`src/rtl/isc_pkg.sv`:
```
package isc_pkg;

  typedef enum logic [1:0] {
    TRIG_RISE  = 2'b00,
    TRIG_FALL  = 2'b01,
    TRIG_LEVEL = 2'b10,
    TRIG_RSVD  = 2'b11
  } trig_e;

  typedef enum logic [1:0] {
    PIN_HIGH = 2'b00,
    PIN_LOW  = 2'b01,
    PIN_OFF2 = 2'b10,
    PIN_OFF3 = 2'b11
  } pin_e;

  localparam int REGS_PER_GRP = 4;
  localparam int OFS_STATUS   = 0;
  localparam int OFS_ENABLE   = 1;
  localparam int OFS_CODE_HI  = 2;
  localparam int OFS_CODE_LO  = 3;

endpackage

```
`src/rtl/isc_trigger.sv`:
```
module isc_trigger
  import isc_pkg::*;
(
  input  logic  src_i,
  input  logic  src_d_i,
  input  trig_e code_i,
  output logic  evt_o,
  output logic  lvl_o
);

  always_comb begin
    evt_o = 1'b0;
    lvl_o = 1'b0;
    unique case (code_i)
      TRIG_RISE:  evt_o = src_i & ~src_d_i;
      TRIG_FALL:  evt_o = ~src_i & src_d_i;
      TRIG_LEVEL: begin
        evt_o = src_i;
        lvl_o = src_i;
      end
      default:    evt_o = 1'b0;
    endcase
  end

endmodule

```
`src/rtl/isc_group.sv`:
```
module isc_group
  import isc_pkg::*;
#(
  parameter int          W    = 8,
  parameter logic [W-1:0] USED = '1
) (
  input  logic         clk,
  input  logic         rst_n,
  input  logic [W-1:0] src_i,
  input  logic [W-1:0] wdata_i,
  input  logic         wr_enable_i,
  input  logic         wr_code_hi_i,
  input  logic         wr_code_lo_i,
  input  logic         clr_i,
  output logic [W-1:0] status_o,
  output logic [W-1:0] enable_o,
  output logic [W-1:0] code_hi_o,
  output logic [W-1:0] code_lo_o,
  output logic [W-1:0] lvl_hot_o
);

  logic [W-1:0] src_q;
  logic [W-1:0] enable_q;
  logic [W-1:0] code_hi_q;
  logic [W-1:0] code_lo_q;
  logic [W-1:0] status_q;
  logic [W-1:0] evt;
  logic [W-1:0] lvl;
  logic [W-1:0] enable_n;
  logic [W-1:0] status_n;

  for (genvar i = 0; i < W; i++) begin : g_lane
    if (USED[i]) begin : g_live
      isc_trigger u_trig (
        .src_i   (src_i[i]),
        .src_d_i (src_q[i]),
        .code_i  (trig_e'({code_hi_q[i], code_lo_q[i]})),
        .evt_o   (evt[i]),
        .lvl_o   (lvl[i])
      );
    end else begin : g_inert
      assign evt[i] = 1'b0;
      assign lvl[i] = 1'b0;
    end
  end

  assign enable_n = wr_enable_i ? (wdata_i & USED) : enable_q;

  always_comb begin
    status_n = clr_i ? '0 : status_q;
    status_n = status_n | (evt & enable_q);
    status_n = status_n & enable_n;
  end

  always_ff @(posedge clk or negedge rst_n) begin
    if (!rst_n) begin
      src_q     <= '0;
      enable_q  <= '0;
      code_hi_q <= '0;
      code_lo_q <= '0;
      status_q  <= '0;
    end else begin
      src_q    <= src_i & USED;
      enable_q <= enable_n;
      status_q <= status_n;
      if (wr_code_hi_i) code_hi_q <= wdata_i & USED;
      if (wr_code_lo_i) code_lo_q <= wdata_i & USED;
    end
  end

  assign status_o  = status_q;
  assign enable_o  = enable_q;
  assign code_hi_o = code_hi_q;
  assign code_lo_o = code_lo_q;
  assign lvl_hot_o = lvl & enable_q;

endmodule

```
`src/rtl/isc_pin.sv`:
```
module isc_pin
  import isc_pkg::*;
(
  input  pin_e ctrl_i,
  input  logic any_i,
  output logic pin_o
);

  always_comb begin
    unique case (ctrl_i)
      PIN_HIGH: pin_o = any_i;
      PIN_LOW:  pin_o = ~any_i;
      default:  pin_o = 1'b0;
    endcase
  end

endmodule

```
`src/rtl/isc_irq_ctrl.sv`:
```
module isc_irq_ctrl
  import isc_pkg::*;
#(
  parameter int                 W    = 8,
  parameter int                 NGRP = 2,
  parameter int                 AW   = 4,
  parameter logic [NGRP*W-1:0]  USED = 16'h0A45
) (
  input  logic              clk,
  input  logic              rst_n,
  input  logic [NGRP*W-1:0] src_i,
  input  logic [AW-1:0]     addr_i,
  input  logic              wr_en_i,
  input  logic [W-1:0]      wr_data_i,
  input  logic              rd_en_i,
  output logic [W-1:0]      rd_data_o,
  output logic              irq_o
);

  localparam int TOT       = NGRP * W;
  localparam int CTRL_ADDR = NGRP * REGS_PER_GRP;

  logic [TOT-1:0] all_status;
  logic [TOT-1:0] all_enable;
  logic [TOT-1:0] all_code_hi;
  logic [TOT-1:0] all_code_lo;
  logic [TOT-1:0] all_lvl_hot;
  pin_e           pin_ctrl_q;
  logic [W-1:0]   rd_mux;
  logic [W-1:0]   rd_q;
  logic           irq_any;

  for (genvar g = 0; g < NGRP; g++) begin : g_grp
    localparam int BASE = g * REGS_PER_GRP;
    logic hit_status, hit_enable, hit_hi, hit_lo;

    assign hit_status = (addr_i == AW'(BASE + OFS_STATUS));
    assign hit_enable = (addr_i == AW'(BASE + OFS_ENABLE));
    assign hit_hi     = (addr_i == AW'(BASE + OFS_CODE_HI));
    assign hit_lo     = (addr_i == AW'(BASE + OFS_CODE_LO));

    isc_group #(
      .W    (W),
      .USED (USED[g*W +: W])
    ) u_group (
      .clk          (clk),
      .rst_n        (rst_n),
      .src_i        (src_i[g*W +: W]),
      .wdata_i      (wr_data_i),
      .wr_enable_i  (wr_en_i & hit_enable),
      .wr_code_hi_i (wr_en_i & hit_hi),
      .wr_code_lo_i (wr_en_i & hit_lo),
      .clr_i        (rd_en_i & hit_status),
      .status_o     (all_status[g*W +: W]),
      .enable_o     (all_enable[g*W +: W]),
      .code_hi_o    (all_code_hi[g*W +: W]),
      .code_lo_o    (all_code_lo[g*W +: W]),
      .lvl_hot_o    (all_lvl_hot[g*W +: W])
    );
  end

  always_comb begin
    rd_mux = '0;
    for (int g = 0; g < NGRP; g++) begin
      if (addr_i == AW'(g * REGS_PER_GRP + OFS_STATUS))  rd_mux = all_status[g*W +: W];
      if (addr_i == AW'(g * REGS_PER_GRP + OFS_ENABLE))  rd_mux = all_enable[g*W +: W];
      if (addr_i == AW'(g * REGS_PER_GRP + OFS_CODE_HI)) rd_mux = all_code_hi[g*W +: W];
      if (addr_i == AW'(g * REGS_PER_GRP + OFS_CODE_LO)) rd_mux = all_code_lo[g*W +: W];
    end
    if (addr_i == AW'(CTRL_ADDR)) rd_mux = {{(W-2){1'b0}}, pin_ctrl_q};
  end

  always_ff @(posedge clk or negedge rst_n) begin
    if (!rst_n) begin
      rd_q       <= '0;
      pin_ctrl_q <= PIN_HIGH;
    end else begin
      if (rd_en_i) rd_q <= rd_mux;
      if (wr_en_i && addr_i == AW'(CTRL_ADDR)) pin_ctrl_q <= pin_e'(wr_data_i[1:0]);
    end
  end

  assign irq_any   = (|all_status) | (|all_lvl_hot);
  assign rd_data_o = rd_q;

  isc_pin u_pin (
    .ctrl_i (pin_ctrl_q),
    .any_i  (irq_any),
    .pin_o  (irq_o)
  );

endmodule

```
`config.mk`:
```
export PLATFORM = sky130hd
export DESIGN_NAME = isc_irq_ctrl
export DESIGN_NICKNAME = d
export VERILOG_FILES = /design/src/rtl/isc_pkg.sv /design/src/rtl/isc_trigger.sv /design/src/rtl/isc_group.sv /design/src/rtl/isc_pin.sv /design/src/rtl/isc_irq_ctrl.sv
export SDC_FILE = /design/constraint.sdc
export NUM_CORES = 1
export LEC_CHECK = 0
export ABC_CLOCK_PERIOD_IN_PS = 3350
export BUFFER_PORTS_ARGS = -buffer_cell sky130_fd_sc_hd__buf_2
export CORE_ASPECT_RATIO = 1.4
export CORE_MARGIN = 2
export CORE_UTILIZATION = 47
export CTS_CLUSTER_SIZE = 12
export DETAILED_ROUTE_END_ITERATION = 16
export GPL_ROUTABILITY_DRIVEN = 0
export PLACE_DENSITY = 0.68
export SYNTH_ARGS = -nofsm -noshare
export SYNTH_HDL_FRONTEND = slang
export SYNTH_SLANG_ARGS = --single-unit
```
`constraint.sdc`:
```
create_clock -name clk -period 3.35 [get_ports clk]
set_input_delay 0.335 -clock clk [delete_from_list [all_inputs] [get_ports clk]]
set_output_delay 0.335 -clock clk [all_outputs]
set_load 0.02 [all_outputs]
```
==> results of run 1 <==
[power by group through the flow]
stage          sequential, mW  combinational, mW  clock, mW
2_1_floorplan           0.815              0.177          0
3_3_place_gp            0.825              0.251          0
3_5_place_dp            0.827              0.254          0
4_1_cts                 0.815              0.256      0.640
5_1_grt                 0.826              0.282      0.673
6_report                0.815              0.253      0.631
[layout make-up]
type / count / area share
Clock buffer: 12 / 0.05028
Clock inverter: 3 / 0.01298
Inverter: 5 / 0.006083
Multi-Input combinational cell: 159 / 0.3962
Sequential cell: 57 / 0.4623
Tap cell: 68 / 0.02758
Timing Repair Buffer: 27 / 0.04461
[logic make-up after synthesis]
| group | synth area share |
|---|---|
| simple gates | 0.2198 |
| flops | 0.5241 |
| compound gates | 0.1223 |
| mux | 0.1071 |
| buf+inv | 0.02666 |
[stage by stage]
stage	total power [mW]	cell area [um2]
5_1_grt	1.781	3085
2_1_floorplan	0.9922	2721
4_1_cts	1.711	3085
3_3_place_gp	1.076	2890
6_report	1.699	3085
3_5_place_dp	1.082	2890
[state kept, by name (all words and copies together) (netlist names)]
register                 cells
g_grp.u_group.code_hi_o      5
g_grp.u_group.status_o      16
pin_ctrl_q                   2
rd_data_o                    8
g_grp.u_group.enable_o      16
g_grp.u_group.code_lo_o      5
g_grp.u_group.src_q          5
[metal layers]
layer	global-route usage	wire, um
met5	0	0
met4	0.09667	150
met3	0.05036	250
met2	0.3220	2816
met1	0.2884	2703
[how the worst max path moves through the flow]
| stage | end | slack (ns) | cells after the start | from |
|---|---|---|---|---|
| after detailed placement | g_grp[1].u_group.status_o[1]$_DFF_PN0_ | 1.30 | 5 | addr_i[0] |
| after global routing | irq_o | 0.95 | 5 | g_grp[0].u_group.status_o[6]$_DFF_PN0_ |
| after global placement | g_grp[1].u_group.status_o[1]$_DFF_PN0_ | 1.31 | 5 | addr_i[0] |
| after floorplan | irq_o | 1.48 | 4 | g_grp[0].u_group.status_o[6]$_DFF_PN0_ |
| after CTS | irq_o | 1.03 | 5 | g_grp[0].u_group.status_o[6]$_DFF_PN0_ |
| final | irq_o | 1.05 | 5 | g_grp[0].u_group.status_o[6]$_DFF_PN0_ |
[cell usage in the layout, fill, tap and decap left out, drive strengths merged, types with 2 or more instances in the layout]
master,instances
dfrtp,57
buf,27
mux2,20
and2,13
nand2,13
clkbuf,12
and3,11
o21ai,8
nor2,7
nand4b,6
nor2b,5
nor3b,5
a21boi,5
nor4,5
a222oi,5
nand3,4
and3b,4
nor3,4
o2bb2ai,4
mux2i,4
inv,4
a21oi,4
nand3b,3
nand4,3
nor4b,3
clkinv,3
nand2b,2
o31ai,2
a2bb2oi,2
o22a,2
==> metrics, run 1 <==
status=complete, no violations; Port-buffer cells=26; Req. time, crit path=3.01 ns; Vias/cell=5.900; Post-synth EDFFs=0; clock root buffer=clkbuf_8; most frequent cells after synthesis=dfrtp_1 (57), mux2_2 (19), and2_1 (13), nand2_1 (12), and3_1 (11); switching share of power=0.2633; utilization after layout=0.5544; antenna cells=0; post-route clock period utilization=0.6852; maximum vdd ir drop=approximately 0.46 mV; RSZ-0062 raised after global routing=no; type of the worst setup path=flip-flop to output port; footprint of the multi-input gates=approximately 1200 um2; clock-pin slew on the worst setup and hold paths=about 0.06 ns; logic gate share of total power=0.149; GR Util All Layers=0.2136; Layout Cells excl Fill=~330; synthesized flop and latch total=57; CP peak stage delay=approximately 0.4 ns; largest net degree at the start of global routing=37; Pwr Density=approximately 550 nW/um2; average wire per standard cell=between 15 and 20 um; post-detailed-route count of antenna-violating nets=0; Synthesized Nets=roughly 260; max-slew violation count=0; setup repair bufs after CTS=0; P_leak=~1.5 nW; DR iter-0 viols=roughly 160; setup ws final=approximately 1.1 ns; synthesized cell area=roughly 2700 um2; Reg2Reg Depth=3; Routed WL=between 5000 and 6000 um; Clk pwr share=0.371; Yosys top cell by area=dfrtp_1; FILL cells=472; vias=around 2000; mean area per synthesized cell=about 12 um2; initial antenna violation count=0; # IOs=around 40; Setup Skew=0.006555 ns; post-synth top area share=0.5241; sequential power share=0.480; first-pass GRT wire length=~10000 um; CTS Hold Bufs=0; Net Switching=0.4474 mW; Max-slew headroom=0.4825; clk buf depth=2; total grt overflow=0; Fin. Hold Viols=0; worst slew pin tran=0.7763 ns; final worst path period need=2.295 ns; Initial Utilization=0.4890; highest clock rate=between 0.4 and 0.5 GHz; DP Worst Slack=about 1.3 ns; R2R Path Start=g_grp[0].u_group.code_lo_o[6]$_DFFE_PN0P_; CTS Sinks=57; final setup fails=0; Gate Count Post-Synth=about 230; number of global-route vias before repair=1967; Synth cell types=51; maximum fanout along the worst path=3; Cell Rows=32; worst path cell trace=nor4_1, nand4_1, o31a_1, nor3_1, buf_2; # resized after CTS=0; Top Family by Delay on Critical Path=simple AND/OR/NAND/NOR gates; Setup Total Neg Slack=0 ns; die area=6424 um2; CTS buffer count=9; Startpoint Class=flip-flop; async set-reset flop share out of synthesis=1.000; sequential cell area fraction in the yosys report=0.5241; most common cell in the netlist=dfrtp_1; worst min path class=input port to asynchronous set/reset pin; Synth Flop Type=dfrtp_1; Die Wd=approximately 70 um; slowest cell on the critical path=dfrtp_1; fin nets=291; layout cell share with drive strength beyond 1=0.2586; worst skew pair latency=around 0.33 ns; CTS tree=yes; Max-Cap Viols=0; DP HPWL=roughly 4200 um; CTS H-tree lvls=3; Initial DRT Pass Iterations=4; CP bufs+invs=1; CP Data Arrival Time=~2.0 ns; Worst R2R Setup Slack=between 1.5 and 2 ns; synth warn=0; Area contributors post-synth=dfrtp_1 (52%), mux2_2 (7.9%), and2_1 (3.0%), and3_1 (2.5%), a222oi_1 (1.8%); DRC viols=0; Critical R2R Capture=rd_data_o[6]$_DFFE_PN0P_; core area=approximately 5600 um2; Worst Setup End Kind=output port; Placed Instances=about 320; Die Height=94.04 um; Syn-to-layout area delta=13.38%; register area=approximately 1400 um2; Pint=between 1 and 1.5 mW; Min Hold Slack=slightly above 0.08 ns
No activity file was read; power rests on OpenSTA's default activity.
==> inputs of run 2 (changes only) <==
ABC_CLOCK_PERIOD_IN_PS = 2000   (was 3350)
PLACE_DENSITY = 0.7   (was 0.68)
clock period = 2 ns   (was 3.35 ns; I/O delays follow)
==> run 2 against run 1 <==
  * The flow now finishes with violations (negative setup slack)
  * Clock power increased by 68%
  * Sequential cell count unchanged
  * Die area unchanged
  * Power increased by 72%
  * Critical path depth unchanged
  * Critical path type unchanged
  * Critical endpoint unchanged
  * Largest cell class unchanged
==> metrics, run 2 (same netlist as run 1, synthesis figures left out) <==
Startpoint Class=flip-flop (unchanged); slowest cell on the critical path=dfrtp_1 (unchanged); DR iter-0 viols=122 (was 156); Req. time, crit path=1.80 ns (was 3.01 ns); hold_sp=wr_data_i[6]; maximum fanout along the worst path=3 (unchanged); number of global-route vias before repair=2067 (was 1967); Syn-to-layout area delta=18.80% (was 13.38%); CTS Sinks=57 (unchanged); status=finished, violations left (was complete, no violations); Setup Skew=0.006294 ns (was 0.006555 ns); DP Worst Slack=0.2059 ns (was 1.300 ns); Fin. Hold Viols=0 (unchanged); # IOs=41 (unchanged); CTS buffer count=9 (unchanged); total grt overflow=0 (unchanged); R2R Path Start=g_grp[0].u_group.code_lo_o[6]$_DFFE_PN0P_ (unchanged); core area=5565 um2 (unchanged); DRC viols=0 (unchanged); final worst path period need=2.051 ns; utilization after layout=0.5809 (was 0.5544); Worst Setup End Kind=output port (unchanged); post-detailed-route count of antenna-violating nets=0 (unchanged); Pwr Density=906.1 nW/um2 (was 550.8 nW/um2); RSZ-0062 raised after global routing=yes (was no); worst slew pin tran=0.4331 ns (was 0.7763 ns); Critical R2R Capture=rd_data_o[6]$_DFFE_PN0P_ (unchanged); commonest cells after routing, fill and taps aside=dfrtp_1 (57), buf_2 (25), mux2_2 (19) (was dfrtp_1 (57), buf_2 (26), mux2_2 (19)); CP bufs+invs=1 (unchanged); Max-slew headroom=0.7102 (was 0.4825); clock-pin slew on the worst setup and hold paths=0.07 ns (was 0.06 ns); P_leak=1.520 nW (was 1.452 nW); worst hold path stage count=2; fin nets=304 (was 291); commonest non-fill, non-tap cell in the layout=dfrtp_1 (unchanged); highest clock rate=slightly below 0.5 GHz; Routed WL=6247 um (was 5921 um); Vias/cell=5.916 (was 5.900); Max-Cap Viols=0 (unchanged); Top Family by Delay on Critical Path=simple AND/OR/NAND/NOR gates (unchanged); worst path cell trace=nor4_2, nand4_1, o31a_1, nor3_2, buf_4 (was nor4_1, nand4_1, o31a_1, nor3_1, buf_2); clk buf depth=2 (unchanged); CP Data Arrival Time=1.85 ns (was 1.96 ns); Reg2Reg Depth=3 (unchanged); failing checks=negative setup slack; setup ws final=-0.05122 ns (was 1.055 ns); average wire per standard cell=18.11 um (was 17.89 um); initial antenna violation count=0 (unchanged); CP peak stage delay=0.41 ns (was 0.40 ns); final setup fails=1 (was 0); layout cell share with drive strength beyond 1=0.2924 (was 0.2586); Min Hold Slack=0.1278 ns (was 0.08090 ns); hold endpoint=g_grp[0].u_group.code_lo_o[6]$_DFFE_PN0P_; clock root buffer=clkbuf_8 (unchanged); Die Height=94.04 um (unchanged); Die Wd=68.31 um (unchanged); vias=2041 (was 1953); antenna cells=0 (unchanged); post-route clock period utilization=1.026; worst min path class=input port to flip-flop (was input port to asynchronous set/reset pin); Crit. path cell count=5 (unchanged); die area=6424 um2 (unchanged); CTS H-tree lvls=3 (unchanged); Port-buffer cells=26 (unchanged); Initial DRT Pass Iterations=4 (unchanged); first-pass GRT wire length=10510 um (was 9894 um); type of the worst setup path=flip-flop to output port (unchanged); Worst R2R Setup Slack=0.53 ns (was 1.93 ns); Setup Total Neg Slack=-0.05122 ns (was 0 ns); CTS tree=yes (unchanged); largest net degree at the start of global routing=22 (was 37); Initial Utilization=0.4890 (unchanged); GR Util All Layers=0.2284 (was 0.2136); DP HPWL=4414 um (was 4179 um); Cell Rows=32 (unchanged); maximum vdd ir drop=0.6654 mV (was 0.4647 mV); worst skew pair latency=0.34 ns (was 0.33 ns); max-slew violation count=0 (unchanged)
## run 2: cell count changes in the layout (fill, tap and decap cells not counted), moves of 2 or more
| cell | previous run | this run |
|---|---|---|
| buf_4 | 1 | 9 |
| dlygate4sd3_1 | 0 | 6 |
| nor4_1 | 5 | 2 |
| clkinv_2 | 2 | 4 |
| nor4_2 | 0 | 2 |
## run 2: cell type report
type | instances | area, um2
Inverter | 5 | 18.77
Sequential cell | 57 | 1426
Clock buffer | 10 | 137.6
Timing Repair Buffer | 40 | 252.7
Clock inverter | 6 | 57.56
Multi-Input combinational cell | 159 | 1255
Fill cell | 482 | 2332
Tap cell | 68 | 85.08
## run 2: metrics by stage
stage | total power [mW] | instance area [um2] | instances
final | 2.929 | 3233 | 345
after global routing | 3.069 | 3233 | 345
after CTS | 2.924 | 3217 | 344
after detailed placement | 1.821 | 2928 | 321
after global placement | 1.806 | 2928 | 321
after floorplan | 1.662 | 2721 | 231
## run 2: worst max-delay path by stage
stage / startpoint / end
floorplan: g_grp[0].u_group.status_o[6]$_DFF_PN0_ / irq_o
global placement: g_grp[0].u_group.status_o[6]$_DFF_PN0_ / irq_o
global route: g_grp[0].u_group.status_o[6]$_DFF_PN0_ / irq_o
finish: g_grp[0].u_group.status_o[6]$_DFF_PN0_ / irq_o
CTS: g_grp[1].u_group.status_o[5]$_DFF_PN0_ / irq_o
detailed placement: g_grp[0].u_group.status_o[6]$_DFF_PN0_ / irq_o
## run 2: report_power, final
part	internal (mW)	switching, mW
sequential	1.26	0.110
clock	0.599	0.456
combinational	0.256	0.247
## run 2: repair_timing
item	4_1_cts	5_1_grt
hold endpoints to repair	21	0
buffers inserted	1	1
resized for setup	5	1
endpoints found under the setup margin	1	1
hold buffers	6	0
pin swaps	3	3
## run 2: metal layers
layer | share of wire | GRT usage
met3 | 0.032 | 0.05156
met1 | 0.45 | 0.3002
met2 | 0.50 | 0.3398
met4 | 0.025 | 0.1333
met5 | 0 | 0
==> inputs of run 3 (changes only) <==
ABC_AREA = 1   (was not set)
PLACE_DENSITY = 0.71   (was 0.7)
==> run 3 against run 2 <==
  * The flow now finishes without violations
  * Critical path type unchanged
  * Critical endpoint unchanged
  * Worst hold slack improved by 0.0053 ns
  * Cell area down 1.1%
  * Setup slack better by 0.20 ns
  * Clock skew barely moved
  * Via count up 15%
  * Sequential cell count did not move
  * Non-clock buffer count decreased by 8
  * Sequential share of layout area is 0.50 points higher
  * Global-route usage increased by 0.20 points
  * Routed wire length decreased by 1.0%
  * Cell count grew 34%
  * Combinational power shrank 13%
==> metrics, run 3 <==
Worst Setup End Kind=output port (unchanged); worst skew pair latency=0.34 ns (about the same); post-route clock period utilization=0.9271 (was 1.026); largest net degree at the start of global routing=37 (was 22); maximum vdd ir drop=0.4333 mV (was 0.6654 mV); setup repair bufs after CTS=0 (was 1); final worst path period need=1.854 ns (was 2.051 ns); Setup Total Neg Slack=0 ns (was -0.05122 ns); Port-buffer cells=26 (unchanged); DP Worst Slack=0.4701 ns (was 0.2059 ns); hold_sp=wr_data_i[3] (was wr_data_i[6]); R2R Path Start=g_grp[1].u_group.code_hi_o[1]$_DFFE_PN0P_ (was g_grp[0].u_group.code_lo_o[6]$_DFFE_PN0P_); DRC viols=0 (unchanged); async set-reset flop share out of synthesis=1.000 (unchanged); CP Data Arrival Time=1.65 ns (was 1.85 ns); Gate Count Post-Synth=347 (was 231); Post-synth EDFFs=0 (unchanged); Max-Cap Viols=0 (unchanged); layout cell share with drive strength beyond 1=0.1654 (was 0.2924); number of global-route vias before repair=2462 (was 2067); Top Family by Delay on Critical Path=simple AND/OR/NAND/NOR gates (unchanged); slowest cell on the critical path=dfrtp_1 (unchanged); Total Power=2.934 mW (was 2.929 mW); P_leak=1.767 nW (was 1.520 nW); Initial DRT Pass Iterations=4 (unchanged); CP bufs+invs=1 (unchanged); synthesized cell area=2688 um2 (was 2721 um2); Setup Skew=0.006545 ns (was 0.006294 ns); worst path cell trace=nor4_1, nand2_1, nor2_1, nand2_1, o21ai_1, buf_4 (was nor4_2, nand4_1, o31a_1, nor3_2, buf_4); CTS H-tree lvls=3 (unchanged); synth warn=0 (unchanged); DR iter-0 viols=174 (was 122); RSZ-0062 raised after global routing=no (was yes); Layout Cells excl Fill=461 (was 345); Vias/cell=5.080 (was 5.916); Pwr Density=917.7 nW/um2 (was 906.1 nW/um2); Die Wd=67.91 um (was 68.31 um); Worst Setup SP=g_grp[0].u_group.status_o[2]$_DFF_PN0_ (was g_grp[0].u_group.status_o[6]$_DFF_PN0_); initial antenna violation count=0 (unchanged); post-detailed-route count of antenna-violating nets=0 (unchanged); clk buf depth=2 (unchanged); maximum fanout along the worst path=3 (unchanged); placed cell area=2919 um2 (was 2928 um2); Routed WL=6182 um (was 6247 um); core area=5525 um2 (was 5565 um2); die area=6348 um2 (was 6424 um2); FILL cells=517 (was 482); average wire per standard cell=13.41 um (was 18.11 um); CTS Sinks=57 (unchanged); synthesized flop and latch total=57 (unchanged); worst min path class=input port to flip-flop (unchanged); Final Cell Area=3197 um2 (was 3233 um2); Syn-to-layout area delta=18.95% (was 18.80%); status=complete, no violations (was finished, violations left); vias=2342 (was 2041); fin nets=421 (was 304); most frequent cells after synthesis=nand2_1 (112), dfrtp_1 (57), inv_1 (50), nor2_1 (30), o21ai_0 (23) (was dfrtp_1 (57), mux2_2 (19), and2_1 (13), nand2_1 (12), and3_1 (11)); clock root buffer=clkbuf_8 (unchanged); Initial Utilization=0.4864 (was 0.4890); # IOs=41 (unchanged); mean area per synthesized cell=7.745 um2 (was 11.78 um2); sequential cell area fraction in the yosys report=0.5307 (was 0.5241); Startpoint Class=flip-flop (unchanged); CP peak stage delay=0.40 ns (was 0.41 ns); commonest non-fill, non-tap cell in the layout=nand2_1 (was dfrtp_1); final setup fails=0 (was 1); Min Hold Slack=0.1332 ns (was 0.1278 ns); type of the worst setup path=flip-flop to output port (unchanged); Fin. Hold Viols=0 (unchanged); commonest cells after routing, fill and taps aside=nand2_1 (112), dfrtp_1 (57), inv_1 (50) (was dfrtp_1 (57), buf_2 (25), mux2_2 (19)); highest clock rate=0.5393 GHz (was 0.4875 GHz); clock-pin slew on the worst setup and hold paths=0.06 ns (was 0.07 ns); Area contributors post-synth=dfrtp_1 (53%), nand2_1 (16%), inv_1 (7.0%), o21ai_0 (4.3%), nor2_1 (4.2%) (was dfrtp_1 (52%), mux2_2 (7.9%), and2_1 (3.0%), and3_1 (2.5%), a222oi_1 (1.8%)); Synthesized Nets=379 (was 263); setup ws final=0.1458 ns (was -0.05122 ns); Synth Flop Type=dfrtp_1 (unchanged); Req. time, crit path=1.80 ns (about the same); GR Util All Layers=0.2303 (was 0.2284); post-synth top area share=0.5307 (was 0.5241); Die Height=93.48 um (was 94.04 um); antenna cells=0 (unchanged); Yosys top cell by area=dfrtp_1 (unchanged); first-pass GRT wire length=10860 um (was 10510 um); Max-slew headroom=0.6529 (was 0.7102); utilization after layout=0.5786 (was 0.5809); total grt overflow=0 (unchanged); Cell Rows=32 (unchanged); worst slew pin tran=0.5207 ns (was 0.4331 ns); Placed Instances=441 (was 321); most common cell in the netlist=nand2_1 (was dfrtp_1); CTS tree=yes (unchanged); CP most frequent cell=nand2_1; CTS buffer count=9 (unchanged); DP HPWL=4577 um (was 4414 um); max-slew violation count=0 (unchanged); Synth cell types=23 (was 51)
[run 3: kinds of logic (layout without fill, tap and decap cells)]
family	count (synthesis)	in the layout	share of synthesized area
flip-flops	57	57	0.5307
buffers and inverters	63	109	0.08799
AO/OA/AOI/OAI	46	46	0.09730
AND/OR/NAND/NOR	181	181	0.2840
[run 3: final cells by class]
type | instances | area [um2] | area share
flip-flops and latches | 57 | 1426 | 0.4462
multi-input cells | 227 | 1031 | 0.3225
inverters | 62 | 232.7 | 0.07280
repair buffers | 32 | 207.7 | 0.06497
clock buffers | 13 | 178.9 | 0.05597
well taps | 68 | 85.08 | 0.02661
clock inverters | 2 | 35.03 | 0.01096
[run 3: timing repair]
action,CTS,global route
gates resized for setup,0,4
hold buffers,6,0
setup endpoints to repair,0,1
hold endpoints to repair,26,0
[run 3: path summary, 6_finish.rpt]
path                                                             endpoint  depth (start not counted)  slack, ns
worst max-delay path                                                irq_o                          6       0.15
worst min-delay path            g_grp[1].u_group.code_hi_o[3]$_DFFE_PN0P_                          3       0.13
worst max register to register     g_grp[1].u_group.status_o[1]$_DFF_PN0_                          6       0.85
max in group asynchronous          g_grp[0].u_group.status_o[5]$_DFF_PN0_                          3       1.07
min in group asynchronous       g_grp[1].u_group.code_lo_o[1]$_DFFE_PN0P_                          2       0.37
worst min register to register                   rd_data_o[0]$_DFFE_PN0P_                          2       0.47
[run 3: worst register-to-register path, stage by stage (launching register included)]
cell	delay (ns)
dfrtp_1	0.41
nor2_1	0.15
nor2_1	0.05
a21oi_1	0.23
o22ai_1	0.10
nand2_1	0.07
inv_1	0.04
[run 3: routing by layer]
metal | wire length [um] | track usage | up-vias | share of wire
met5 | 0 | 0 | - | 0
met2 | 3062 | 0.3725 | 70 | 0.50
met1 | 2607 | 0.2717 | 1081 | 0.42
met4 | 168 | 0.1217 | 0 | 0.027
li1 | - | - | 1175 | -
met3 | 343 | 0.06498 | 16 | 0.055
[run 3: power by group]
| group | total (mW) | internal, mW | switching [mW] |
|---|---|---|---|
| sequential | 1.34 | 1.26 | 0.0881 |
| clock | 1.15 | 0.702 | 0.452 |
| combinational | 0.436 | 0.164 | 0.272 |
| total | 2.93 | 2.12 | 0.812 |
